## src/rtl/cal_pkg.sv

```systemverilog
// Package: shared sizes, field masks and BCD helper functions for the
// calendar core. Assumes packed BCD with a tens digit in the upper nibble.
package cal_pkg;
    localparam int REG_W    = 8;
    localparam int NUM_REGS = 8;
    localparam int VEC_W    = REG_W * NUM_REGS;

    // Byte indices; the front end depends on this order.
    localparam int IDX_HUND  = 0;
    localparam int IDX_SEC   = 1;
    localparam int IDX_MIN   = 2;
    localparam int IDX_HOUR  = 3;
    localparam int IDX_DAY   = 4;
    localparam int IDX_DATE  = 5;
    localparam int IDX_MONTH = 6;
    localparam int IDX_YEAR  = 7;

    // Bits that may hold a one; the others read 0.
    localparam logic [VEC_W-1:0] FIELD_MASK = 64'hFF_1F_3F_37_BF_7F_7F_FF;

    // Day byte control bit positions.
    localparam int DAY_OSC_OFF_BIT = 5;
    localparam int DAY_RST_IGN_BIT = 4;
    localparam logic [REG_W-1:0] DAY_COUNT_MASK = 8'h07;

    // Value after reset.
    localparam logic [VEC_W-1:0] RESET_VEC = 64'h00_01_01_31_00_00_00_00;

    // Add one to a two-digit BCD byte.
    function automatic logic [REG_W-1:0] bcd_inc(input logic [REG_W-1:0] v);
        logic [REG_W-1:0] r;
        if (v[3:0] >= 4'h9) r = {v[7:4] + 4'h1, 4'h0};
        else                r = {v[7:4], v[3:0] + 4'h1};
        return r;
    endfunction

    // True when a BCD year 00..99 is a multiple of four.
    function automatic logic bcd_leap(input logic [REG_W-1:0] yr);
        logic l;
        if (yr[4] == 1'b0) l = (yr[3:0] == 4'h0) || (yr[3:0] == 4'h4) || (yr[3:0] == 4'h8);
        else               l = (yr[3:0] == 4'h2) || (yr[3:0] == 4'h6);
        return l;
    endfunction

    // Last date of a month, in BCD.
    function automatic logic [REG_W-1:0] bcd_month_len(input logic [REG_W-1:0] mo,
                                                      input logic [REG_W-1:0] yr);
        logic [REG_W-1:0] d;
        case (mo)
            8'h02:                      d = bcd_leap(yr) ? 8'h29 : 8'h28;
            8'h04, 8'h06, 8'h09, 8'h11: d = 8'h30;
            default:                    d = 8'h31;
        endcase
        return d;
    endfunction
endpackage

```

## src/rtl/cal_bcd_counter.sv

```systemverilog
// Module: one BCD byte that steps from LIM_LO up to a limit given at run
// time, then wraps to LIM_LO and raises carry_out in that same cycle.
// Assumes the held value is legal BCD. A load takes priority over a step.
module cal_bcd_counter #(
    parameter int              W       = 8,
    parameter logic [W-1:0]    LIM_LO  = '0,
    parameter logic [W-1:0]    RST_VAL = '0
) (
    input  logic         clk,
    input  logic         rst_n,
    input  logic         load_en,
    input  logic [W-1:0] load_val,
    input  logic         step_in,
    input  logic [W-1:0] lim_hi,
    output logic [W-1:0] cnt,
    output logic         carry_out
);
    import cal_pkg::*;

    logic at_top;

    // Find the wrap point and the carry to the next field.
    always_comb begin
        at_top    = (cnt >= lim_hi);
        carry_out = step_in && !load_en && at_top;
    end

    // Hold, load or step the byte.
    always_ff @(posedge clk) begin
        if (!rst_n)        cnt <= RST_VAL;
        else if (load_en)  cnt <= load_val;
        else if (step_in)  cnt <= at_top ? LIM_LO : bcd_inc(cnt);
    end

    AST_HOLD_WITHOUT_STEP: assert property (@(posedge clk) disable iff (!rst_n)
        (!load_en && !step_in) |=> $stable(cnt));
    AST_WRAP_TO_LOW: assert property (@(posedge clk) disable iff (!rst_n)
        carry_out |=> (cnt == LIM_LO));
endmodule

```

## src/rtl/cal_hour_counter.sv

```systemverilog
// Module: the hours byte. Bit 7 picks the 12-hour form, bit 5 is the PM
// flag there or the tens-of-hours bit for 20..23 in the 24-hour form.
// Raises day_carry on the step that crosses midnight. Assumes legal loads.
module cal_hour_counter #(
    parameter int           W        = 8,
    parameter logic [W-1:0] MASK     = 8'hBF,
    parameter logic [W-1:0] TOP_24   = 8'h23,
    parameter logic [W-1:0] TOP_12   = 8'h12,
    parameter logic [W-1:0] TURN_12  = 8'h11
) (
    input  logic         clk,
    input  logic         rst_n,
    input  logic         load_en,
    input  logic [W-1:0] load_val,
    input  logic         step_in,
    output logic [W-1:0] hr,
    output logic         day_carry
);
    import cal_pkg::*;

    logic         mode12;
    logic         pm;
    logic [W-1:0] v12;
    logic [W-1:0] v24;
    logic [W-1:0] nv;
    logic         npm;
    logic         wrap;
    logic [W-1:0] hr_next;

    // Work out the next hour value for the selected form.
    always_comb begin
        mode12 = hr[7];
        pm     = hr[5];
        v12    = {3'b000, hr[4:0]};
        v24    = {2'b00, hr[5:0]};
        nv     = '0;
        npm    = pm;
        wrap   = 1'b0;
        if (mode12) begin
            if (v12 >= TOP_12) begin
                nv = 8'h01;
            end else if (v12 == TURN_12) begin
                nv   = TOP_12;
                npm  = ~pm;
                wrap = pm;
            end else begin
                nv = bcd_inc(v12);
            end
            hr_next = {1'b1, 1'b0, npm, nv[4:0]};
        end else begin
            if (v24 >= TOP_24) begin
                nv   = '0;
                wrap = 1'b1;
            end else begin
                nv = bcd_inc(v24);
            end
            hr_next = {2'b00, nv[5:0]};
        end
        day_carry = step_in && !load_en && wrap;
    end

    // Hold, load or step the hours byte.
    always_ff @(posedge clk) begin
        if (!rst_n)        hr <= '0;
        else if (load_en)  hr <= load_val & MASK;
        else if (step_in)  hr <= hr_next;
    end

    AST_H12_RANGE: assert property (@(posedge clk) disable iff (!rst_n)
        hr[7] |-> (hr[4:0] != 5'h00 && hr[4:0] <= 5'h12));
    AST_H24_RANGE: assert property (@(posedge clk) disable iff (!rst_n)
        !hr[7] |-> ({2'b00, hr[5:0]} <= TOP_24));
    AST_MIDNIGHT_CARRY: assert property (@(posedge clk) disable iff (!rst_n)
        day_carry |=> (hr[4:0] == (hr[7] ? 5'h12 : 5'h00)) && !hr[5]);
endmodule

```

## src/rtl/bcd_calendar_core.sv

```systemverilog
// Module: top of the calendar core. Chains the BCD fields, holds the two
// day-byte control bits, applies the field masks on load and puts all
// eight bytes onto rd_data. Assumes tick_100hz is a one-cycle strobe.
module bcd_calendar_core
    import cal_pkg::*;
(
    input  logic             clk,
    input  logic             rst_n,
    input  logic             tick_100hz,
    input  logic             load_en,
    input  logic [63:0]      load_data,
    output logic [63:0]      rd_data,
    output logic             rst_ignore
);
    localparam int NUM_FAST = 3;  // hundredths, seconds, minutes
    localparam logic [REG_W-1:0] FAST_TOP [NUM_FAST] = '{8'h99, 8'h59, 8'h59};

    logic [VEC_W-1:0] ld_clean;
    logic             osc_off_q;
    logic             rst_ign_q;
    logic             advance;
    logic [NUM_FAST:0]       fast_step;
    logic [REG_W-1:0]        fast_cnt [NUM_FAST];
    logic [REG_W-1:0]        hr_q;
    logic                    day_carry;
    logic [REG_W-1:0]        dow_q, date_q, month_q, year_q;
    logic                    dow_carry, date_carry, month_carry, year_carry;
    logic [REG_W-1:0]        month_len;

    // Mask the load vector and decide whether this edge counts.
    always_comb begin
        ld_clean  = load_data & FIELD_MASK;
        advance   = tick_100hz && !osc_off_q && !load_en;
        month_len = bcd_month_len(month_q, year_q);
    end

    assign fast_step[0] = advance;

    // Hundredths, seconds and minutes: the same counter with fixed tops.
    for (genvar i = 0; i < NUM_FAST; i++) begin : g_fast
        cal_bcd_counter #(.W(REG_W), .LIM_LO(8'h00), .RST_VAL(8'h00)) u_cnt (
            .clk       (clk),
            .rst_n     (rst_n),
            .load_en   (load_en),
            .load_val  (ld_clean[i*REG_W +: REG_W]),
            .step_in   (fast_step[i]),
            .lim_hi    (FAST_TOP[i]),
            .cnt       (fast_cnt[i]),
            .carry_out (fast_step[i+1])
        );
    end

    cal_hour_counter #(.W(REG_W)) u_hour (
        .clk       (clk),
        .rst_n     (rst_n),
        .load_en   (load_en),
        .load_val  (ld_clean[IDX_HOUR*REG_W +: REG_W]),
        .step_in   (fast_step[NUM_FAST]),
        .hr        (hr_q),
        .day_carry (day_carry)
    );

    cal_bcd_counter #(.W(REG_W), .LIM_LO(8'h01), .RST_VAL(8'h01)) u_dow (
        .clk       (clk),
        .rst_n     (rst_n),
        .load_en   (load_en),
        .load_val  (ld_clean[IDX_DAY*REG_W +: REG_W] & DAY_COUNT_MASK),
        .step_in   (day_carry),
        .lim_hi    (8'h07),
        .cnt       (dow_q),
        .carry_out (dow_carry)
    );

    cal_bcd_counter #(.W(REG_W), .LIM_LO(8'h01), .RST_VAL(8'h01)) u_date (
        .clk       (clk),
        .rst_n     (rst_n),
        .load_en   (load_en),
        .load_val  (ld_clean[IDX_DATE*REG_W +: REG_W]),
        .step_in   (day_carry),
        .lim_hi    (month_len),
        .cnt       (date_q),
        .carry_out (date_carry)
    );

    cal_bcd_counter #(.W(REG_W), .LIM_LO(8'h01), .RST_VAL(8'h01)) u_month (
        .clk       (clk),
        .rst_n     (rst_n),
        .load_en   (load_en),
        .load_val  (ld_clean[IDX_MONTH*REG_W +: REG_W]),
        .step_in   (date_carry),
        .lim_hi    (8'h12),
        .cnt       (month_q),
        .carry_out (month_carry)
    );

    cal_bcd_counter #(.W(REG_W), .LIM_LO(8'h00), .RST_VAL(8'h00)) u_year (
        .clk       (clk),
        .rst_n     (rst_n),
        .load_en   (load_en),
        .load_val  (ld_clean[IDX_YEAR*REG_W +: REG_W]),
        .step_in   (month_carry),
        .lim_hi    (8'h99),
        .cnt       (year_q),
        .carry_out (year_carry)
    );

    // Store the two control bits of the day byte; both reset to one.
    always_ff @(posedge clk) begin
        if (!rst_n) begin
            osc_off_q <= 1'b1;
            rst_ign_q <= 1'b1;
        end else if (load_en) begin
            osc_off_q <= ld_clean[IDX_DAY*REG_W + DAY_OSC_OFF_BIT];
            rst_ign_q <= ld_clean[IDX_DAY*REG_W + DAY_RST_IGN_BIT];
        end
    end

    // Assemble the read vector in byte order.
    always_comb begin
        rd_data = {year_q, month_q, date_q,
                   {2'b00, osc_off_q, rst_ign_q, 1'b0, dow_q[2:0]},
                   hr_q, fast_cnt[2], fast_cnt[1], fast_cnt[0]};
        rst_ignore = rst_ign_q;
    end

    AST_LOAD_ONE_EDGE: assert property (@(posedge clk) disable iff (!rst_n)
        load_en |=> (rd_data == $past(load_data & FIELD_MASK)));
    AST_UNUSED_BITS_ZERO: assert property (@(posedge clk) disable iff (!rst_n)
        (rd_data & ~FIELD_MASK) == '0);
    AST_OSC_OFF_FREEZE: assert property (@(posedge clk) disable iff (!rst_n)
        (!load_en && osc_off_q) |=> $stable(rd_data));
    AST_DOW_WRAP: assert property (@(posedge clk) disable iff (!rst_n)
        dow_carry |=> (dow_q == 8'h01));
    AST_YEAR_WRAP: assert property (@(posedge clk) disable iff (!rst_n)
        year_carry |=> (year_q == 8'h00));
endmodule

```

## config.mk

```make
export PLATFORM = sky130hd
export DESIGN_NAME = bcd_calendar_core
export DESIGN_NICKNAME = d
export VERILOG_FILES = /design/src/rtl/cal_pkg.sv /design/src/rtl/cal_bcd_counter.sv /design/src/rtl/cal_hour_counter.sv /design/src/rtl/bcd_calendar_core.sv
export SDC_FILE = /design/constraint.sdc
export NUM_CORES = 1
export LEC_CHECK = 0
export BUFFER_PORTS_ARGS = -buffer_cell sky130_fd_sc_hd__buf_2
export CORE_ASPECT_RATIO = 0.6
export CORE_MARGIN = 3
export CORE_UTILIZATION = 50
export CTS_BUF_LIST = sky130_fd_sc_hd__clkbuf_8
export CTS_CLUSTER_DIAMETER = 200
export DETAILED_ROUTE_END_ITERATION = 10
export MAX_ROUTING_LAYER = met4
export PLACE_DENSITY = 0.84
export SETUP_SLACK_MARGIN = 0.5
export SYNTH_ARGS = -nofsm -noshare
export SYNTH_HDL_FRONTEND = slang
export SYNTH_SLANG_ARGS = --single-unit
```

## constraint.sdc

```tcl
create_clock -name clk -period 6.7 [get_ports clk]
set_input_delay 1.005 -clock clk [delete_from_list [all_inputs] [get_ports clk]]
set_output_delay 1.005 -clock clk [all_outputs]
set_load 0.02 [all_outputs]
```

=== Word-level counts from Yosys, hierarchy flattened ===
Cells that the tools add are included.

* Flip-flop bits (word level): 66
* Input bits: 68

* Equality and inequality tests: 13
* Muxes and demuxes: 46
* Bitwise gates (word level): 2
* $lt $le $gt $ge: 17
* Add/sub/neg operators: 17
* Reductions and logical operators: 54

{| class="wikitable"
|+ Operators by type and width
! operator !! number
|-
| two-way mux 8 bit || 21
|-
| adder 4 x 1 -> 4 bit, second input constant || 15
|-
| greater-or-equal comparator 4 bit, second input constant || 8
|-
| two-way mux 7 bit || 4
|-
| two-way mux 5 bit || 5
|-
| two-way mux 6 bit || 4
|-
| nonzero test 2 bit || 12
|-
| AND reduction 2 bit || 11
|-
| nonzero test 3 bit || 6
|-
| equality test 8 x 3 -> 1 bit, second input constant || 2
|-
| greater-or-equal comparator 8 x 7 -> 1 bit, second input constant || 2
|-
| greater-or-equal comparator 8 bit, second input constant || 2
|-
| logical AND 1 bit || 14
|-
| one-hot mux 5 bit (2 select lines) || 1
|-
| two-way mux 1 bit || 9
|-
| equality test 4 x 3 -> 1 bit, second input constant || 2
|-
| equality test 8 x 2 -> 1 bit, second input constant || 1
|-
| equality test 8 x 4 -> 1 bit, second input constant || 1
|-
| equality test 8 x 5 -> 1 bit, second input constant || 1
|-
| greater-or-equal comparator 8 x 3 -> 1 bit, second input constant || 1
|-
| greater-or-equal comparator 8 x 5 -> 1 bit, second input constant || 1
|-
| greater-or-equal comparator 8 x 6 -> 1 bit || 1
|-
| greater-or-equal comparator 6 bit, second input constant || 1
|-
| two-way mux 3 bit || 2
|-
| other kinds (17) || 22
|}

=== Depth between registers and ports, before layout ===
* Depth in word-level cells: 17
* Mapped depth: 12
* Gate-level depth less buffers: 12

=== Modules after synthesis ===
Synthesis repeated with hierarchy kept, for this count alone.

* Cell total of the unflattened synthesis: 785
* Area, all modules: 6490.0 µm²

{| class="wikitable"
|+ By module, submodules not included
! module !! cells an instance !! times used !! area an instance (µm²)
|-
| cal_bcd_counter at g_fast[0].u_cnt ... || 94 || 4 || 805.8
|-
| cal_bcd_counter at u_date ... || 98 || 3 || 798.3
|-
| cal_hour_counter || 88 || 1 || 663.1
|-
| bcd_calendar_core || 27 || 1 || 209.0
|}

=== Worst setup path before layout ===
No wires, ideal clock.

* Kind: reg-to-reg
* From: reg u_month.cnt[0]
* To: reg u_month.cnt[3]
* Library setup time: 0.122 ns
* Clock period less this slack: 3.005 ns
* Stages on the path, launching flop included: 11
* Data required time: 6.578 ns
* Setup slack: 3.695 ns
* Arrival time: 2.883 ns
* Path through: dfxtp_1 -> inv_1 -> ha_1 -> nand4_1 -> mux2_2 -> ha_1 -> nor4b_1 -> nand4b_1 -> a211o_1 -> o311a_1 -> a221o_1

* Longest elaborated chain between the ends: 6
* Elaborated cells on any way between the ends: 17
* Those cells by class: add/sub: 1; order compare: 3; eq/ne: 5; mux: 5; reduce/logical: 3

{| class="wikitable"
|+ RTL lines
! element !! line !! source
|-
| from (decl) || cal_bcd_counter.sv:15 || <nowiki>output logic [W-1:0] cnt,</nowiki>
|-
| from (signal assigned) || cal_bcd_counter.sv:31 || <nowiki>else if (load_en) cnt <= load_val;</nowiki>
|-
| from (signal assigned) || cal_bcd_counter.sv:32 || <nowiki>else if (step_in) cnt <= at_top ? LIM_LO : bcd_inc(cnt);</nowiki>
|-
| equality test 8 x 3 -> 1 bit (tied with other cells) || cal_pkg.sv:49 || <nowiki>case (mo)</nowiki>
|-
| OR reduction 4 bit || cal_pkg.sv:49 ||
|-
| one-hot mux 5 bit (2 select lines) || cal_pkg.sv:49 ||
|-
| greater-or-equal comparator 8 x 6 -> 1 bit || cal_bcd_counter.sv:24 || <nowiki>at_top = (cnt >= lim_hi);</nowiki>
|-
| logical AND 1 bit || cal_bcd_counter.sv:25 || <nowiki>carry_out = step_in && !load_en && at_top;</nowiki>
|-
| nonzero test 2 bit (no source line) || n/a ||
|}

Several ways; a longest one is shown, not always the timed one. The select of a mux whose other input is x is not followed.
A chain may end at the register's enable or synchronous reset.

=== Worst setup path in the final report ===
* From: in load_en
* To: reg u_month.cnt[3]

* Longest elaborated chain between the ends: 13
* Elaborated cells on any way between the ends: 14
* Those cells by class: mux: 1; reduce/logical: 13

{| class="wikitable"
|+ RTL lines
! element !! line !! source
|-
| from (decl) || bcd_calendar_core.sv:10 || <nowiki>input logic load_en,</nowiki>
|-
| logical NOT 1 bit || n/a ||
|-
| logical AND 1 bit || bcd_calendar_core.sv:33 || <nowiki>advance = tick_100hz && !osc_off_q && !load_en;</nowiki>
|-
| logical AND 1 bit (6 in a row) || cal_bcd_counter.sv:25 ||
|-
| logical AND 1 bit (2 in a row) || cal_hour_counter.sv:59 || <nowiki>day_carry = step_in && !load_en && wrap;</nowiki>
|-
| logical AND 1 bit (2 in a row) || cal_bcd_counter.sv:25 ||
|-
| nonzero test 2 bit (no source line) || n/a ||
|}

Several ways; a longest one is shown, not always the timed one.

==> results.toml <==
[worst_setup_path]
reg2reg_slack_ns = 3.31
arrival_ns = 3.67
path_class = "in2reg"
path_max_fanout = 74
reg2regPathDepth = 7
r2r_start = "g_fast[0].u_cnt.cnt[0]"
r2r-end = "u_month.cnt[3]"
required_ns = 6.94
cp-end-kind = "flop"
start_kind = "primary input"
path_cells = "buf_2, buf_4, nor2_1, nand4_1, o311a_1, a221o_1"
setup.worst_path.start = "load_en"
cp_slowest_stage_delay_ns = 0.88
crit_slowest_cell = "nand4_1"
cp-endpoint = "u_month.cnt[3]"

[clock_tree]
h-tree-depth = 3
clk_pin_slew_ns = 0.07
clk_latency_ns = 0.34
cts.sink_count = 65
cts_tree = "done"
ctsResizeCount = 0
cts_buffers = 9
postCtsSetupBuffers = 0
clk_root_buffer_cell = "clkbuf_8"
ctsHoldBuffers = 0
clk_path_buf_depth = 2

[detailed_routing]
wire_per_inst_um = 17.9
drc = 0
antenna_left = 0
num_vias = 5100
drtIter0Drc = 536
wirelength_um = 14700
firstDrtPassIters = 6
vias_per_cell = 6.23

[global_route]
grt_max_degree = 75
grt_pass1_wl_um = 23200
first_global_vias = 4610
grt_usage = 0.272
overflow = 0
antenna_found_initial = 0

[cells_and_area]
drive_gt1_frac = 0.215
final_util = 0.629
fin_nets = 804
fin_cells = 818
area_growth_pct = 17.0
fillerInstances = 802
n_antenna_cell = 0
final_cell_area_um2 = 5590

[timing]
hold_viol = 0
rsz0062_at_grt = "false"
worst_pin_slew_ns = 1.04
finalCritPeriodShare = 0.512
min_period_ns = 3.43
finalWorstSetupSlack_ns = 3.27
max_freq_mhz = 291
timing.hold.ws_ns = 0.475
slew_headroom = 0.305
finClkSkew_ns = 0.00563
setup_viol = 0
tns_ns = 0
slew_violations = 0

[yosys]
synthArstFlopShare = 0
synth_edf_count = 0
synth_seq_area_share = 0.273
synthTopCellsByArea = "dfxtp_1, ha_1, o21ai_0"
netlist_instances = 589
syn_area_um2 = 4770
synthTopCellsByCount = "dfxtp_1, ha_1, nand2_1"
ys.flop_type = "dfxtp_1"
yosys_warnings = 0
synth.most_common_cell = "dfxtp_1"
synth_top_area_cell = "dfxtp_1"
yosysUniqueCellTypes = 74
synth_top_area_frac = 0.273
syn_area_per_cell_um2 = 8.10
synth_seq_cells = 65

[power]
ir_drop_mv = 0.102
p_per_area_nw_per_um2 = 181
leakage_nw = 2.38
p_total_mw = 1.01

[floorplanning]
initial_utilization = 0.537
die_h_um = 81.7
coreArea_um2 = 8880
rows = 26
die_x_um = 132
io_pins = 133
dieArea_um2 = 10800

[worst_hold_path]
min_path_type = "reg2reg"

[place]
portBuffers = 117
place_ws_ns = 2.99
dpl_cell_area_um2 = 5380
dp_hpwl_um = 10800
dp.cells = 802
gp_congestion = 0.968

[status]
status = "complete, no violations"

[flow_run]
max_cap_viol_count = 0
[worst min-delay path by stage]
stage                   startpoint  slack [ns]  cells after the start              to
floorplan             u_dow.cnt[7]        0.43                      1    u_dow.cnt[7]
detailed placement    u_dow.cnt[7]        0.46                      1    u_dow.cnt[7]
finish              u_month.cnt[7]        0.48                      2  u_month.cnt[7]
global placement      u_dow.cnt[7]        0.45                      1    u_dow.cnt[7]
global route        u_month.cnt[7]        0.50                      2  u_month.cnt[7]
CTS                 u_month.cnt[7]        0.48                      2  u_month.cnt[7]
[layout by cell type, fill, tap and decap left out, drive strengths merged, types with 13 or more instances in the layout]
cell type and count:
inv 42, ha 49, nor2 27, nor3 15, o21ai 42, buf 121
nand2 44, a31oi 20, dfxtp 65, a211oi 15, nand4 13, nand3 16
a21oi 37
[logic make-up after synthesis]
kind of cell / after synthesis / share of synthesized area
multiplexers: 7 / 0.0152
AO/OA/AOI/OAI: 204 / 0.298
other: 1 / 0.000786
XOR/XNOR: 6 / 0.0110
buffers and inverters: 78 / 0.0713
adder cells (fa/ha/maj): 49 / 0.128
AND/OR/NAND/NOR: 179 / 0.203
flip-flops: 65 / 0.273
[critical path, delay by kind of cell]
| family | cells | cell delay, ns |
|---|---|---|
| AND/OR/NAND/NOR | 2 | 1.28 |
| AO/OA/AOI/OAI | 2 | 0.90 |
| buffers and inverters | 2 | 0.44 |
[report_power, final]
group          total (mW)  internal (mW)  leakage [nW]  switching, mW
clock               0.352          0.199         0.115          0.153
combinational       0.218         0.0824          1.73          0.135
sequential          0.443          0.407         0.535         0.0360
[metal layers]
layer  vias up  track usage  share of wire  routed length [µm]
met1      2379        0.375           0.46                6800
met3        16       0.0569           0.10                1520
met5         -            -              0                   0
met2       295        0.408           0.42                6230
met4         0       0.0734         0.0087                 127
li1       2410            -              -                   -
[final cells by class]
cell class	count	area [µm²]	area share
clock inverter	4	42.5	0.00762
timing repair buffer	121	616	0.110
clock buffer	12	165	0.0296
tap	126	158	0.0282
multi-input combinational	449	3150	0.564
sequential	65	1300	0.233
inverter	41	154	0.0276
[registers in the layout, summed over array words and instances (netlist names)]
| name | flops |
|---|---|
| u_month.cnt | 8 |
| u_date.cnt | 8 |
| u_dow.cnt | 8 |
| u_year.cnt | 8 |
| g_fast.u_cnt.cnt | 24 |
| osc_off_q | 1 |
| u_hour.hr | 7 |
| rst_ignore | 1 |
Power figures use the tool's default switching activity.
